<file path="src/rtl/div_pkg.sv">
// Package: shared operand-form encoding for the sequential divider.
// Assumes: callers encode op_form as below; value 3 behaves as the wide form.
package div_pkg;
    typedef enum logic [1:0] {
        FORM_WORD = 2'd0,
        FORM_LONG = 2'd1,
        FORM_WIDE = 2'd2,
        FORM_WIDX = 2'd3
    } div_form_e;
endpackage

</file>
<file path="src/rtl/div_prep.sv">
// Module: div_prep - turns raw operands into unsigned magnitudes, sign flags,
// a left-aligned dividend for the iteration core and the number of steps.
// Assumes: purely combinational; the caller samples the outputs on start.
module div_prep
    import div_pkg::*;
#(
    parameter  int XW = 32,
    localparam int DW = 2 * XW,
    localparam int HW = XW / 2,
    localparam int SW = $clog2(DW) + 1
) (
    input  logic          is_signed,
    input  div_form_e     form,
    input  logic [XW-1:0] dvd_hi,
    input  logic [XW-1:0] dvd_lo,
    input  logic [XW-1:0] dvs,
    output logic [DW-1:0] dvd_aligned,
    output logic [XW-1:0] dvs_mag,
    output logic          quo_neg,
    output logic          rem_neg,
    output logic          dvs_zero,
    output logic [SW-1:0] steps
);
    logic          wide;
    logic [DW-1:0] dvd_full, dvd_mag;
    logic [XW-1:0] dvs_full;
    logic          dvd_neg, dvs_neg;

    // Widen the operands according to form and signedness.
    always_comb begin
        wide = form[1];
        if (wide)
            dvd_full = {dvd_hi, dvd_lo};
        else
            dvd_full = {{XW{is_signed & dvd_lo[XW-1]}}, dvd_lo};
        if (form == FORM_WORD)
            dvs_full = {{HW{is_signed & dvs[HW-1]}}, dvs[HW-1:0]};
        else
            dvs_full = dvs;
    end

    // Take magnitudes and record the signs the result fix-up will need.
    always_comb begin
        dvd_neg  = is_signed & dvd_full[DW-1];
        dvs_neg  = is_signed & dvs_full[XW-1];
        dvd_mag  = dvd_neg ? (~dvd_full + 1'b1) : dvd_full;
        dvs_mag  = dvs_neg ? (~dvs_full + 1'b1) : dvs_full;
        quo_neg  = dvd_neg ^ dvs_neg;
        rem_neg  = dvd_neg;
        dvs_zero = (dvs_full == '0);
    end

    // Left-align short dividends so the quotient always lands in the low bits.
    always_comb begin
        if (wide) begin
            dvd_aligned = dvd_mag;
            steps       = SW'(DW);
        end else begin
            dvd_aligned = {dvd_mag[XW-1:0], {XW{1'b0}}};
            steps       = SW'(XW);
        end
    end
endmodule

</file>
<file path="src/rtl/div_core.sv">
// Module: div_core - radix-2 restoring divider, one quotient bit per cycle.
// Assumes: go is only raised while idle and with a nonzero divisor; the
// dividend is left-aligned so that after 'steps' shifts quo holds the quotient.
module div_core #(
    parameter  int XW = 32,
    localparam int DW = 2 * XW,
    localparam int SW = $clog2(DW) + 1
) (
    input  logic          clk,
    input  logic          rst_n,
    input  logic          go,
    input  logic [DW-1:0] dvd,
    input  logic [XW-1:0] dvs,
    input  logic [SW-1:0] steps,
    output logic          busy,
    output logic          fin,
    output logic [DW-1:0] quo,
    output logic [XW-1:0] rem
);
    logic [XW-1:0] rem_q, dvs_q;
    logic [DW-1:0] quo_q;
    logic [SW-1:0] cnt_q;
    logic          busy_q, fin_q;
    logic [XW:0]   shifted;
    logic [XW+1:0] trial;

    // Trial subtraction of the divisor from the shifted partial remainder.
    always_comb begin
        shifted = {rem_q, quo_q[DW-1]};
        trial   = {1'b0, shifted} - {2'b00, dvs_q};
    end

    // Load on go, then shift/subtract once per cycle until the count expires.
    always_ff @(posedge clk) begin
        if (!rst_n) begin
            rem_q  <= '0;
            dvs_q  <= '0;
            quo_q  <= '0;
            cnt_q  <= '0;
            busy_q <= 1'b0;
            fin_q  <= 1'b0;
        end else begin
            fin_q <= 1'b0;
            if (go) begin
                rem_q  <= '0;
                quo_q  <= dvd;
                dvs_q  <= dvs;
                cnt_q  <= steps;
                busy_q <= 1'b1;
            end else if (busy_q) begin
                rem_q <= trial[XW+1] ? shifted[XW-1:0] : trial[XW-1:0];
                quo_q <= {quo_q[DW-2:0], ~trial[XW+1]};
                cnt_q <= cnt_q - 1'b1;
                if (cnt_q == SW'(1)) begin
                    busy_q <= 1'b0;
                    fin_q  <= 1'b1;
                end
            end
        end
    end

    assign busy = busy_q;
    assign fin  = fin_q;
    assign quo  = quo_q;
    assign rem  = rem_q;

    AST_REM_BELOW_DIVISOR: assert property (@(posedge clk) disable iff (!rst_n)
        busy_q |-> (rem_q < dvs_q));
endmodule

</file>
<file path="src/rtl/div_fix.sv">
// Module: div_fix - applies signs to the magnitudes, detects overflow at the
// result width, packs the word form and derives N/Z and the remainder write.
// Assumes: purely combinational; inputs are stable while fin is high.
module div_fix
    import div_pkg::*;
#(
    parameter  int XW = 32,
    localparam int DW = 2 * XW,
    localparam int HW = XW / 2
) (
    input  logic          is_signed,
    input  div_form_e     form,
    input  logic          quo_neg,
    input  logic          rem_neg,
    input  logic          dst_same,
    input  logic [DW-1:0] quo_mag,
    input  logic [XW-1:0] rem_mag,
    output logic          ovf,
    output logic [XW-1:0] quo_word,
    output logic [XW-1:0] rem_word,
    output logic          nf,
    output logic          zf,
    output logic          rem_wr
);
    logic          word;
    logic [DW-1:0] quo_s, ulim, slim;
    logic [XW-1:0] rem_s;

    // Signed results and the width-dependent overflow limits.
    always_comb begin
        word  = (form == FORM_WORD);
        quo_s = quo_neg ? (~quo_mag + 1'b1) : quo_mag;
        rem_s = rem_neg ? (~rem_mag + 1'b1) : rem_mag;
        ulim  = word ? (DW'(1) << HW) : (DW'(1) << XW);
        slim  = ulim >> 1;
        if (is_signed)
            ovf = quo_neg ? (quo_mag > slim) : (quo_mag >= slim);
        else
            ovf = (quo_mag >= ulim);
    end

    // Pack the destination values and the quotient flags at result width.
    always_comb begin
        if (word) begin
            quo_word = {rem_s[HW-1:0], quo_s[HW-1:0]};
            nf       = quo_s[HW-1];
            zf       = (quo_s[HW-1:0] == '0);
        end else begin
            quo_word = quo_s[XW-1:0];
            nf       = quo_s[XW-1];
            zf       = (quo_s[XW-1:0] == '0);
        end
        rem_word = rem_s;
        rem_wr   = !word && !dst_same;
    end
endmodule

</file>
<file path="src/rtl/seq_divider.sv">
// Module: seq_divider - top of the sequential divider: accepts an operation,
// traps zero divisors, runs the core and updates flags and write enables.
// Assumes: start is honoured only while idle; flags live here and persist.
module seq_divider
    import div_pkg::*;
#(
    parameter  int XW = 32,
    parameter  int RW = 3,
    localparam int DW = 2 * XW,
    localparam int SW = $clog2(DW) + 1
) (
    input  logic          clk,
    input  logic          rst_n,
    input  logic          start,
    input  logic          op_signed,
    input  logic [1:0]    op_form,
    input  logic [XW-1:0] dvd_hi,
    input  logic [XW-1:0] dvd_lo,
    input  logic [XW-1:0] dvs,
    input  logic [RW-1:0] quo_dst,
    input  logic [RW-1:0] rem_dst,
    output logic          busy,
    output logic          done,
    output logic          dz_trap,
    output logic          quo_wen,
    output logic          rem_wen,
    output logic [RW-1:0] quo_idx,
    output logic [RW-1:0] rem_idx,
    output logic [XW-1:0] quo_data,
    output logic [XW-1:0] rem_data,
    output logic          flag_n,
    output logic          flag_z,
    output logic          flag_v,
    output logic          flag_c
);
    div_form_e     form_in, form_q;
    logic          signed_q, qneg_q, rneg_q, busy_q;
    logic [DW-1:0] dvd_al, core_quo;
    logic [XW-1:0] dvs_mag, core_rem, quo_word, rem_word;
    logic [SW-1:0] steps;
    logic          p_qneg, p_rneg, p_zero, core_go, core_busy, core_fin;
    logic          ovf, nf, zf, rem_wr;

    assign form_in = div_form_e'(op_form);
    assign core_go = start && !busy_q && !p_zero;

    div_prep #(.XW(XW)) u_prep (
        .is_signed(op_signed), .form(form_in), .dvd_hi(dvd_hi), .dvd_lo(dvd_lo),
        .dvs(dvs), .dvd_aligned(dvd_al), .dvs_mag(dvs_mag), .quo_neg(p_qneg),
        .rem_neg(p_rneg), .dvs_zero(p_zero), .steps(steps)
    );

    div_core #(.XW(XW)) u_core (
        .clk(clk), .rst_n(rst_n), .go(core_go), .dvd(dvd_al), .dvs(dvs_mag),
        .steps(steps), .busy(core_busy), .fin(core_fin), .quo(core_quo), .rem(core_rem)
    );

    div_fix #(.XW(XW)) u_fix (
        .is_signed(signed_q), .form(form_q), .quo_neg(qneg_q), .rem_neg(rneg_q),
        .dst_same(quo_idx == rem_idx), .quo_mag(core_quo), .rem_mag(core_rem),
        .ovf(ovf), .quo_word(quo_word), .rem_word(rem_word), .nf(nf), .zf(zf),
        .rem_wr(rem_wr)
    );

    // Accept operations, trap zero divisors and retire core results.
    always_ff @(posedge clk) begin
        if (!rst_n) begin
            busy_q   <= 1'b0;
            signed_q <= 1'b0;
            form_q   <= FORM_WORD;
            qneg_q   <= 1'b0;
            rneg_q   <= 1'b0;
            quo_idx  <= '0;
            rem_idx  <= '0;
            done     <= 1'b0;
            dz_trap  <= 1'b0;
            quo_wen  <= 1'b0;
            rem_wen  <= 1'b0;
            quo_data <= '0;
            rem_data <= '0;
            flag_n   <= 1'b0;
            flag_z   <= 1'b0;
            flag_v   <= 1'b0;
        end else begin
            done    <= 1'b0;
            dz_trap <= 1'b0;
            quo_wen <= 1'b0;
            rem_wen <= 1'b0;
            if (start && !busy_q) begin
                signed_q <= op_signed;
                form_q   <= form_in;
                qneg_q   <= p_qneg;
                rneg_q   <= p_rneg;
                quo_idx  <= quo_dst;
                rem_idx  <= rem_dst;
                if (p_zero) begin
                    done    <= 1'b1;
                    dz_trap <= 1'b1;
                end else begin
                    busy_q <= 1'b1;
                end
            end
            if (core_fin) begin
                busy_q <= 1'b0;
                done   <= 1'b1;
                if (ovf) begin
                    flag_v <= 1'b1;
                    flag_z <= 1'b0;
                end else begin
                    flag_n   <= nf;
                    flag_z   <= zf;
                    flag_v   <= 1'b0;
                    quo_wen  <= 1'b1;
                    rem_wen  <= rem_wr;
                    quo_data <= quo_word;
                    rem_data <= rem_word;
                end
            end
        end
    end

    assign busy   = busy_q;
    assign flag_c = 1'b0;

    AST_BUSY_MATCHES_CORE: assert property (@(posedge clk) disable iff (!rst_n)
        core_busy |-> busy_q);
    AST_DZ_NO_WRITE: assert property (@(posedge clk) disable iff (!rst_n)
        dz_trap |-> (!quo_wen && !rem_wen));
    AST_DZ_FLAGS_HOLD: assert property (@(posedge clk) disable iff (!rst_n)
        dz_trap |-> ($stable(flag_n) && $stable(flag_z) && $stable(flag_v)));
    AST_OVF_NO_WRITE: assert property (@(posedge clk) disable iff (!rst_n)
        (done && flag_v) |-> (!quo_wen && !rem_wen));
    AST_OVF_N_HOLD: assert property (@(posedge clk) disable iff (!rst_n)
        (done && !dz_trap && flag_v) |-> ($stable(flag_n) && !flag_z));
    AST_REM_DST_DISTINCT: assert property (@(posedge clk) disable iff (!rst_n)
        rem_wen |-> (rem_idx != quo_idx));
    AST_DONE_PULSE: assert property (@(posedge clk) disable iff (!rst_n)
        done |=> !done);
endmodule

</file>
<file path="config.mk">
export PLATFORM = sky130hd
export DESIGN_NAME = seq_divider
export DESIGN_NICKNAME = d
export VERILOG_FILES = /design/src/rtl/div_pkg.sv /design/src/rtl/div_prep.sv /design/src/rtl/div_core.sv /design/src/rtl/div_fix.sv /design/src/rtl/seq_divider.sv
export SDC_FILE = /design/constraint.sdc
export NUM_CORES = 1
export LEC_CHECK = 0
export CAP_MARGIN = 20
export CORE_MARGIN = 2
export CORE_UTILIZATION = 50
export DETAILED_ROUTE_END_ITERATION = 8
export GPL_TIMING_DRIVEN = 0
export PLACE_DENSITY_LB_ADDON = 0.05
export SYNTH_ARGS = -nofsm -noshare
export SYNTH_HDL_FRONTEND = slang
export SYNTH_SLANG_ARGS = --single-unit
</file>
<file path="constraint.sdc">
create_clock -name clk -period 3.6 [get_ports clk]
set_input_delay 0.36 -clock clk [delete_from_list [all_inputs] [get_ports clk]]
set_output_delay 0.36 -clock clk [all_outputs]
set_load 0.01 [all_outputs]
</file>
==> report_table.html, run 1 <==
<table>
<tr><th>Metric</th><th>Value</th></tr>
<tr><th colspan="2">Logic synthesis</th></tr>
<tr><td>Syn Nets</td><td>2125</td></tr>
<tr><td>Yosys synthesis warning count</td><td>0</td></tr>
<tr><td>FF+latch count, synth</td><td>220</td></tr>
<tr><td>Portion of the post-synthesis area used by sequential elements</td><td>29.4%</td></tr>
<tr><td>Async set-or-reset flop fraction in the synthesized netlist</td><td>0%</td></tr>
<tr><td>Post-synthesis instance area</td><td>15000 um2</td></tr>
<tr><td>Number of different library cells in the post-synthesis netlist</td><td>81</td></tr>
<tr><td>Mapped Avg Cell Area</td><td>7.56 um2</td></tr>
<tr><td>Predominant post-synthesis flop cell</td><td>sky130_fd_sc_hd__dfxtp_1</td></tr>
<tr><td>Post-Synthesis Cells</td><td>1978</td></tr>
<tr><td>Number of flops mapped to enable cells by yosys</td><td>0</td></tr>
<tr><th colspan="2">Status</th></tr>
<tr><td>Status</td><td>completed</td></tr>
<tr><th colspan="2">Worst setup path</th></tr>
<tr><td>Sequence of cells on the critical path</td><td>clkdlybuf4s50_1 -&gt; clkbuf_1 -&gt; clkbuf_1 -&gt; clkbuf_1 -&gt; buf_1 -&gt; buf_1 -&gt; nor2_1 -&gt; nor3_1 -&gt; nor3_1</td></tr>
<tr><td>Slowest-stage cell, CP</td><td>sky130_fd_sc_hd__clkdlybuf4s50_1</td></tr>
<tr><td>Launching element type of the critical path</td><td>primary input</td></tr>
<tr><td>Crit end category</td><td>register</td></tr>
<tr><td>Top fanout value on the critical path</td><td>10</td></tr>
<tr><td>Worst path arrival time</td><td>3.93 ns</td></tr>
<tr><td>CP peak stage delay</td><td>0.56 ns</td></tr>
<tr><td>Worst path required time</td><td>3.99 ns</td></tr>
<tr><td>Cell repeated most along the worst path</td><td>sky130_fd_sc_hd__clkbuf_1</td></tr>
<tr><td>Crit path kind</td><td>primary input to register</td></tr>
<tr><th colspan="2">STA</th></tr>
<tr><td>Transition at the pin with the smallest max-transition slack</td><td>0.982 ns</td></tr>
<tr><td>Final min period</td><td>3.54 ns</td></tr>
<tr><td>Worst max-slew margin expressed relative to the limit</td><td>34.5%</td></tr>
<tr><td>Highest clock rate</td><td>283 MHz</td></tr>
<tr><td>Fraction of the cycle the final worst path needs</td><td>98.3%</td></tr>
<tr><td>WHS</td><td>0.409 ns</td></tr>
<tr><td>Final count of hold timing violations</td><td>0</td></tr>
<tr><td>Pins Over Slew Limit</td><td>0</td></tr>
<tr><td>Total Negative Setup Slacks</td><td>0 ns</td></tr>
<tr><td>Setup-failing EPs final</td><td>0</td></tr>
<tr><td>Worst clock skew</td><td>0.0311 ns</td></tr>
<tr><th colspan="2">Clocking</th></tr>
<tr><td>Clock Tree Buf Depth</td><td>3</td></tr>
<tr><td>Total clock buffers created by CTS</td><td>25</td></tr>
<tr><td>CTS tree</td><td>done</td></tr>
<tr><td>CTS sink count</td><td>220</td></tr>
<tr><td>CTS Root Buffer Type</td><td>sky130_fd_sc_hd__clkbuf_16</td></tr>
<tr><td>Source-to-sink clock delay at the later pin of the worst-skew pair</td><td>about 0.54 ns</td></tr>
<tr><td>Hold Buf Count CTS</td><td>0</td></tr>
<tr><td>Clock transition at path regs</td><td>roughly 0.06 ns</td></tr>
<tr><td>H-tree levels</td><td>1</td></tr>
<tr><th colspan="2">Pwr</th></tr>
<tr><td>Peak VDD IR</td><td>0.360 mV</td></tr>
<tr><td>Power per unit of standard cell area</td><td>433 nW/um2</td></tr>
<tr><td>Post-layout total power</td><td>7.94 mW</td></tr>
<tr><td>Leakage dissipation</td><td>7.03 nW</td></tr>
<tr><th colspan="2">Final layout</th></tr>
<tr><td>Most frequent standard cell in the layout excluding fill and tap cells</td><td>sky130_fd_sc_hd__dfxtp_1</td></tr>
<tr><td>Layout Cells excl Fill</td><td>2601</td></tr>
<tr><td>Number of nets in the layout</td><td>2344</td></tr>
<tr><td>Layout fillers</td><td>2791</td></tr>
<tr><td>Post-route design area</td><td>18300 um2</td></tr>
<tr><td>Share of layout cells above drive strength 1</td><td>5.97%</td></tr>
<tr><td>Inserted Diodes</td><td>0</td></tr>
<tr><td>Most used cells in the layout excluding fill and tap cells</td><td>sky130_fd_sc_hd__dfxtp_1, sky130_fd_sc_hd__nor2_1, sky130_fd_sc_hd__nand2_1</td></tr>
<tr><td>Layout overhead on the synthesized area</td><td>22.4%</td></tr>
<tr><th colspan="2">Floorplan</th></tr>
<tr><td>Die ar.</td><td>31300 um2</td></tr>
<tr><td>I/O pins</td><td>187</td></tr>
<tr><td>CORE AREA</td><td>29600 um2</td></tr>
<tr><td>Row count</td><td>63</td></tr>
<tr><td>Width of the die</td><td>177 um</td></tr>
<tr><td>Initial standard-cell utilization of the core</td><td>50.6%</td></tr>
<tr><td>Die span in y</td><td>177 um</td></tr>
<tr><th colspan="2">Placement</th></tr>
<tr><td>Placed Instances</td><td>2553</td></tr>
<tr><td>Gpl congestion</td><td>0.985</td></tr>
<tr><td>Placed Area</td><td>17300 um2</td></tr>
<tr><td>Port bufs</td><td>roughly 190</td></tr>
<tr><td>Half-perimeter wire length after detailed placement</td><td>43200 um</td></tr>
<tr><th colspan="2">Route</th></tr>
<tr><td>Routed vias/inst</td><td>6.16</td></tr>
<tr><td>Initial drt markers</td><td>1622</td></tr>
<tr><td>Total number of vias</td><td>16000</td></tr>
<tr><td>Total routed wirelength</td><td>55400 um</td></tr>
<tr><td>Remaining antenna violation count</td><td>0</td></tr>
<tr><td>WL/cell</td><td>21.3 um</td></tr>
<tr><td>Post-detailed-route DRC marker count</td><td>0</td></tr>
<tr><td>1st-pass router iterations</td><td>6</td></tr>
<tr><th colspan="2">Run</th></tr>
<tr><td>Max-cap violations</td><td>0</td></tr>
<tr><th colspan="2">Global route</th></tr>
<tr><td>Largest net degree at the start of global routing</td><td>13</td></tr>
<tr><td>Overall overflow remaining after global route</td><td>0</td></tr>
<tr><td>Number of antenna violations at the first check in global routing</td><td>1</td></tr>
<tr><td>Via count of the first global-routing pass</td><td>14500</td></tr>
<tr><td>Overall fraction of global-route tracks in use</td><td>about 34%</td></tr>
<tr><td>Global-route wire length before repair</td><td>about 84000 um</td></tr>
<tr><th colspan="2">Min path</th></tr>
<tr><td>Path type of the worst min-delay path</td><td>primary input to register</td></tr>
</table>
## kinds of logic (layout without fill, tap and decap cells)
kind of cell | after synthesis | count (layout) | share of synthesized area (%)
and+or+nand+nor | 647 | 647 | 20.8
AOI/OAI and AO/OA | 627 | 627 | 26.3
muxes | 68 | 68 | 4.63
adders and majority gates | 39 | 39 | 3.31
other | 1 | 1 | 0.0251
buffers and inverters | 204 | 437 | 5.46
DFF | 220 | 220 | 29.4
xor gates and xnor gates | 172 | 172 | 10.1
## cell type report
type                    instances  area, um2  share of cell area [%]
plain buffers                 143        628                    3.43
clock buffers                  34        699                    3.82
clock inverters                 7        114                   0.622
inverters                      60        225                    1.23
multi-input cells            1554       9830                    53.7
flip-flops and latches        220       4410                    24.1
well taps                     390        488                    2.67
repair buffers                193       1910                    10.4
## worst max-delay path: cells and delay by family
| family | cells | cell delay [ns] |
|---|---|---|
| buffers and inverters | 6 | 2.94 |
| AND/OR/NAND/NOR | 3 | 0.60 |
## state kept, by name, indices dropped and copies added (netlist names), 2 cells and up
| signal | count |
|---|---|
| u_core.quo | 64 |
| u_core.cnt_q | 7 |
| u_core.dvs_q | 32 |
| quo_data | 32 |
| u_core.rem | 32 |
| form_q | 2 |
| rem_data | 32 |
| rem_idx | 3 |
| quo_idx | 3 |
## layer usage
metal | share of wire, % | wire, um | vias up | global-route usage [%]
met5 | 0.016 | 9 | - | 0
met4 | 2.6 | 1450 | 2 | 9.09
met3 | 9.6 | 5290 | 100 | 5.30
met2 | 44 | 24600 | 846 | 55.3
met1 | 43 | 24000 | 7510 | 47.5
li1 | - | - | 7577 | -
## through the flow
step                      utilization [%]  setup WS, ns
after CTS                            61.5       0.00620
after global routing                 61.9      -0.00909
after floorplan                         -         0.505
final                                61.9        0.0630
after detailed placement             58.5         -1.13
after global placement               58.5         -1.04
## synth_stat cells, drive strengths merged (23+ instances only)
master	number	share of area (%)
o31ai	36	1.8
o21ai	187	6.3
nand2	190	4.8
or4	23	1.3
a21o	25	1.3
a21oi	173	5.8
nand3	32	1.1
o211a	23	1.5
mux2i	61	4.1
ha	38	3.2
or3	28	1.2
xor2	85	5.0
inv	59	1.5
xnor2	87	5.1
dfxtp	220	29
clkbuf	113	2.8
nor4	25	1.1
a211oi	78	3.9
buf	31	1.1
nor2	201	5.1
nor3	58	2.0
## path summary, 6_finish.rpt
path	start	endpoint	slack, ns	cells after the start
worst max-delay path	op_form[1]	u_core.quo[32]$_SDFFE_PN0P_	0.06	9
worst min-delay path	rem_dst[0]	rem_idx[0]$_SDFFE_PN0P_	0.41	3
worst max register to register	u_core.quo[3]$_SDFFE_PN0P_	rem_data[31]$_SDFFE_PN0P_	0.13	12
worst min register to register	quo_data[17]$_SDFFE_PN0P_	quo_data[17]$_SDFFE_PN0P_	0.45	2
## what timing repair did
action                     in CTS  in global routing
pin swaps                       1                  4
setup endpoints to repair     124                165
gates resized for setup        19                 43
cloned                          0                  0
setup buffers                   3                  5
## where the power goes
group / leakage [nW] / internal, mW / total [mW] / switching, mW
Combinational: 4.83 / 1.03 / 2.61 / 1.59
Sequential: 1.80 / 2.59 / 2.76 / 0.170
Clock: 0.401 / 1.56 / 2.57 / 1.01
Power figures use the tool's default switching activity.
==> inputs of run 2 (changes only) <==
- GPL_ROUTABILITY_DRIVEN: unset -> 0
==> run 2 against run 1 <==
Hold slack worse by 0.024 ns. Maximum frequency is 0.17% higher. Worst setup slack better by 0.0060 ns. Combinational power hardly changed. Largest cell class unchanged. Via count is 0.47% lower. Utilization is 0.15 points lower.
==> report_table.html, run 2 (same netlist as run 1, synthesis figures left out) <==
<table>
<tr><th>Metric</th><th>Value</th></tr>
<tr><th colspan="2">Final layout</th></tr>
<tr><td>Layout fillers</td><td>2810 (+0.68%)</td></tr>
<tr><td>Number of nets in the layout</td><td>2341 (-0.13%)</td></tr>
<tr><td>Inserted Diodes</td><td>0 (unchanged)</td></tr>
<tr><td>Max FFs per register</td><td>64 (unchanged)</td></tr>
<tr><td>Share of layout cells above drive strength 1</td><td>5.88% (-0.088 points)</td></tr>
<tr><td>Layout overhead on the synthesized area</td><td>22.1%</td></tr>
<tr><td>Most used cells in the layout excluding fill and tap cells</td><td>sky130_fd_sc_hd__dfxtp_1, sky130_fd_sc_hd__nor2_1, sky130_fd_sc_hd__nand2_1</td></tr>
<tr><td>Sequential standard cell area</td><td>4410 um2 (unchanged)</td></tr>
<tr><td>Most frequent standard cell in the layout excluding fill and tap cells</td><td>sky130_fd_sc_hd__dfxtp_1</td></tr>
<tr><td>Multi-input combinational cell area</td><td>9840 um2 (about the same)</td></tr>
<tr><th colspan="2">Worst setup path</th></tr>
<tr><td>WP depth</td><td>12 (+3)</td></tr>
<tr><td>Startpoint of the worst-slack reg-to-reg timing path</td><td>u_core.quo[3]$_SDFFE_PN0P_</td></tr>
<tr><td>CP startpoint</td><td>dvd_lo[0]</td></tr>
<tr><td>Crit path kind</td><td>primary input to register</td></tr>
<tr><td>Cell repeated most along the worst path</td><td>sky130_fd_sc_hd__nor2_1</td></tr>
<tr><td>Top fanout value on the critical path</td><td>6 (-4)</td></tr>
<tr><td>Worst path arrival time</td><td>3.90 ns (-0.03 ns)</td></tr>
<tr><td>Sequence of cells on the critical path</td><td>clkdlybuf4s50_1 -&gt; inv_1 -&gt; ha_1 -&gt; or4b_2 -&gt; nor4_2 -&gt; nand4_1 -&gt; nor2_1 -&gt; nor2_1 -&gt; xnor2_1 -&gt; mux2i_1 -&gt; nor2_1 -&gt; a211oi_1</td></tr>
<tr><td>Worst R2R Setup Slack</td><td>0.15 ns (+0.02 ns)</td></tr>
<tr><td>Slowest-stage cell, CP</td><td>sky130_fd_sc_hd__or4b_2</td></tr>
<tr><td>End point of the critical path</td><td>u_core.quo[62]$_SDFFE_PN0P_</td></tr>
<tr><td>Endpoint of the most critical register-to-register path</td><td>rem_data[31]$_SDFFE_PN0P_</td></tr>
<tr><td>Launching element type of the critical path</td><td>primary input</td></tr>
<tr><td>Critical path buffer and inverter count</td><td>2 (-4)</td></tr>
<tr><td>Crit end category</td><td>register</td></tr>
<tr><td>Cell count of the worst reg-to-reg path</td><td>12 (unchanged)</td></tr>
<tr><td>Worst path required time</td><td>3.97 ns (-0.02 ns)</td></tr>
<tr><td>CP peak stage delay</td><td>0.66 ns (+0.10 ns)</td></tr>
<tr><td>CP top delay family</td><td>simple AND/OR/NAND/NOR gates</td></tr>
<tr><th colspan="2">Placement</th></tr>
<tr><td>Port bufs</td><td>185 (unchanged)</td></tr>
<tr><td>Post-placement worst setup slack</td><td>-0.891 ns (+0.235 ns)</td></tr>
<tr><td>Half-perimeter wire length after detailed placement</td><td>41700 um (-3.5%)</td></tr>
<tr><th colspan="2">Clocking</th></tr>
<tr><td>CTS sink count</td><td>220 (unchanged)</td></tr>
<tr><td>Clock Tree Buf Depth</td><td>3 (unchanged)</td></tr>
<tr><td>Source-to-sink clock delay at the later pin of the worst-skew pair</td><td>0.54 ns (about the same)</td></tr>
<tr><td>Clock transition at path regs</td><td>0.06 ns (about the same)</td></tr>
<tr><td>CTS tree</td><td>done</td></tr>
<tr><td>Total clock buffers created by CTS</td><td>24 (-4.0%)</td></tr>
<tr><td>CTS Root Buffer Type</td><td>sky130_fd_sc_hd__clkbuf_16</td></tr>
<tr><td>H-tree levels</td><td>1 (unchanged)</td></tr>
<tr><th colspan="2">Global route</th></tr>
<tr><td>Global-route wire length before repair</td><td>81400 um (-2.9%)</td></tr>
<tr><td>Via count of the first global-routing pass</td><td>14800 (+2.0%)</td></tr>
<tr><td>Overall overflow remaining after global route</td><td>0 (unchanged)</td></tr>
<tr><td>Overall fraction of global-route tracks in use</td><td>33.1% (-1.2 points)</td></tr>
<tr><td>Largest net degree at the start of global routing</td><td>14 (+1)</td></tr>
<tr><td>Number of antenna violations at the first check in global routing</td><td>0 (-1)</td></tr>
<tr><th colspan="2">Min path</th></tr>
<tr><td>Path type of the worst min-delay path</td><td>primary input to register</td></tr>
<tr><th colspan="2">Route</th></tr>
<tr><td>Post-detailed-route DRC marker count</td><td>0 (unchanged)</td></tr>
<tr><td>Remaining antenna violation count</td><td>0 (unchanged)</td></tr>
<tr><td>Total number of vias</td><td>16000 (-0.47%)</td></tr>
<tr><td>Total routed wirelength</td><td>53500 um (-3.3%)</td></tr>
<tr><td>1st-pass router iterations</td><td>6 (unchanged)</td></tr>
<tr><td>Routed vias/inst</td><td>6.14 (-0.44%)</td></tr>
<tr><td>Initial drt markers</td><td>1800 (+11%)</td></tr>
<tr><td>WL/cell</td><td>20.6 um (-3.3%)</td></tr>
<tr><th colspan="2">Pwr</th></tr>
<tr><td>Post-layout total power</td><td>7.80 mW (-1.7%)</td></tr>
<tr><td>Power per unit of standard cell area</td><td>427 nW/um2 (-1.5%)</td></tr>
<tr><td>Peak VDD IR</td><td>0.337 mV (-6.3%)</td></tr>
<tr><td>Leakage dissipation</td><td>7.00 nW (-0.40%)</td></tr>
<tr><th colspan="2">Floorplan</th></tr>
<tr><td>Die span in y</td><td>177 um (unchanged)</td></tr>
<tr><td>Width of the die</td><td>177 um (unchanged)</td></tr>
<tr><td>CORE AREA</td><td>29600 um2 (unchanged)</td></tr>
<tr><td>I/O pins</td><td>187 (unchanged)</td></tr>
<tr><td>Row count</td><td>63 (unchanged)</td></tr>
<tr><td>Die ar.</td><td>31300 um2 (unchanged)</td></tr>
<tr><td>Initial standard-cell utilization of the core</td><td>50.6% (unchanged)</td></tr>
<tr><th colspan="2">STA</th></tr>
<tr><td>Fraction of the cycle the final worst path needs</td><td>98.1% (-0.17 points)</td></tr>
<tr><td>Worst max-slew margin expressed relative to the limit</td><td>41.4% (+6.9 points)</td></tr>
<tr><td>Setup-failing EPs final</td><td>0 (unchanged)</td></tr>
<tr><td>Worst clock skew</td><td>0.0203 ns (-0.0108 ns)</td></tr>
<tr><td>Total Negative Setup Slacks</td><td>0 ns (unchanged)</td></tr>
<tr><td>Final min period</td><td>3.53 ns (-0.00603 ns)</td></tr>
<tr><td>Final count of hold timing violations</td><td>0 (unchanged)</td></tr>
<tr><td>Final worst-path setup slack</td><td>0.0690 ns (+0.00603 ns)</td></tr>
<tr><td>RSZ-0062 raised after global routing</td><td>no</td></tr>
<tr><td>Pins Over Slew Limit</td><td>0 (unchanged)</td></tr>
<tr><td>Transition at the pin with the smallest max-transition slack</td><td>0.878 ns (-0.104 ns)</td></tr>
<tr><td>Highest clock rate</td><td>283 MHz (+0.17%)</td></tr>
<tr><th colspan="2">Run</th></tr>
<tr><td>Max-cap violations</td><td>0 (unchanged)</td></tr>
<tr><th colspan="2">Status</th></tr>
<tr><td>Status</td><td>completed</td></tr>
</table>
-- run 2: cell types whose count changed in the layout (fill, tap and decap cells not counted), sizes merged --
cell      before  now
bufinv         3    1
clkinvlp       0    1
-- run 2: worst min-delay path by stage --
| stage | depth (start not counted) | endpoint | start | slack [ns] |
|---|---|---|---|---|
| CTS | 3 | quo_idx[1]$_SDFFE_PN0P_ | quo_dst[1] | 0.38 |
| detailed placement | 2 | quo_data[27]$_SDFFE_PN0P_ | quo_data[27]$_SDFFE_PN0P_ | 0.45 |
| global route | 3 | rem_idx[1]$_SDFFE_PN0P_ | rem_dst[1] | 0.40 |
| floorplan | 2 | u_core.dvs_q[16]$_SDFFE_PN0P_ | u_core.dvs_q[16]$_SDFFE_PN0P_ | 0.43 |
| finish | 3 | quo_idx[1]$_SDFFE_PN0P_ | quo_dst[1] | 0.39 |
| global placement | 2 | quo_data[23]$_SDFFE_PN0P_ | quo_data[23]$_SDFFE_PN0P_ | 0.44 |
-- run 2: per-layer routing --
metal	GRT usage, %	wire, um	vias to the layer above
li1	-	-	7582
met1	44.2	23200	7467
met2	53.0	23500	784
met3	6.55	5090	126
met4	11.4	1800	0
met5	0	0	-
-- run 2: power breakdown --
part | internal (mW) | switching, mW | total [mW]
sequential | 2.58 | 0.167 | 2.75
combinational | 1.02 | 1.56 | 2.58
clock | 1.44 | 1.03 | 2.47
total | 5.04 | 2.76 | 7.80
-- run 2: repair_timing --
| action | CTS | global route |
|---|---|---|
| setup endpoints to repair | 124 | 169 |
| hold buffers | 0 | 0 |
| pin swaps | 0 | 2 |
| gates resized for setup | 13 | 56 |
| buffers inserted | 2 | 4 |
-- run 2: metrics by stage --
step / area, um2 / utilization [%] / hold slack (ns) / std cells
floorplan: 15000 / - / 0.432 / 1978
global placement: 17300 / 58.5 / 0.439 / 2553
detailed placement: 17300 / 58.5 / 0.445 / 2553
CTS: 18100 / 61.3 / 0.375 / 2596
global route: 18300 / 61.8 / 0.400 / 2600
finish: 18300 / 61.8 / 0.386 / 2600
-- run 2: worst register-to-register path: stages (launching register included) --
cell	delay [ns]
sky130_fd_sc_hd__dfxtp_1	0.31
sky130_fd_sc_hd__buf_6	0.13
sky130_fd_sc_hd__or4_4	0.56
sky130_fd_sc_hd__or4_1	0.42
sky130_fd_sc_hd__buf_4	0.19
sky130_fd_sc_hd__nor4_4	0.21
sky130_fd_sc_hd__a21oi_1	0.15
sky130_fd_sc_hd__or4_4	0.57
sky130_fd_sc_hd__nor2_4	0.20
sky130_fd_sc_hd__buf_6	0.19
sky130_fd_sc_hd__buf_6	0.16
sky130_fd_sc_hd__o21ai_1	0.14
sky130_fd_sc_hd__a21oi_1	0.16
-- run 2: cell type report --
cell class	instances	area share, %
sequential	220	24.1
multi-input combinational	1554	53.9
tap	390	2.67
buffer	143	3.45
timing repair buffer	191	10.4
inverter	60	1.23
clock inverter	6	0.336
clock buffer	36	3.93
==> inputs of run 3 (changes only) <==
- SLEW_MARGIN: unset -> 20
==> results of run 3 <==
The final DEF is identical to that of run 2; final timing and power are the same.
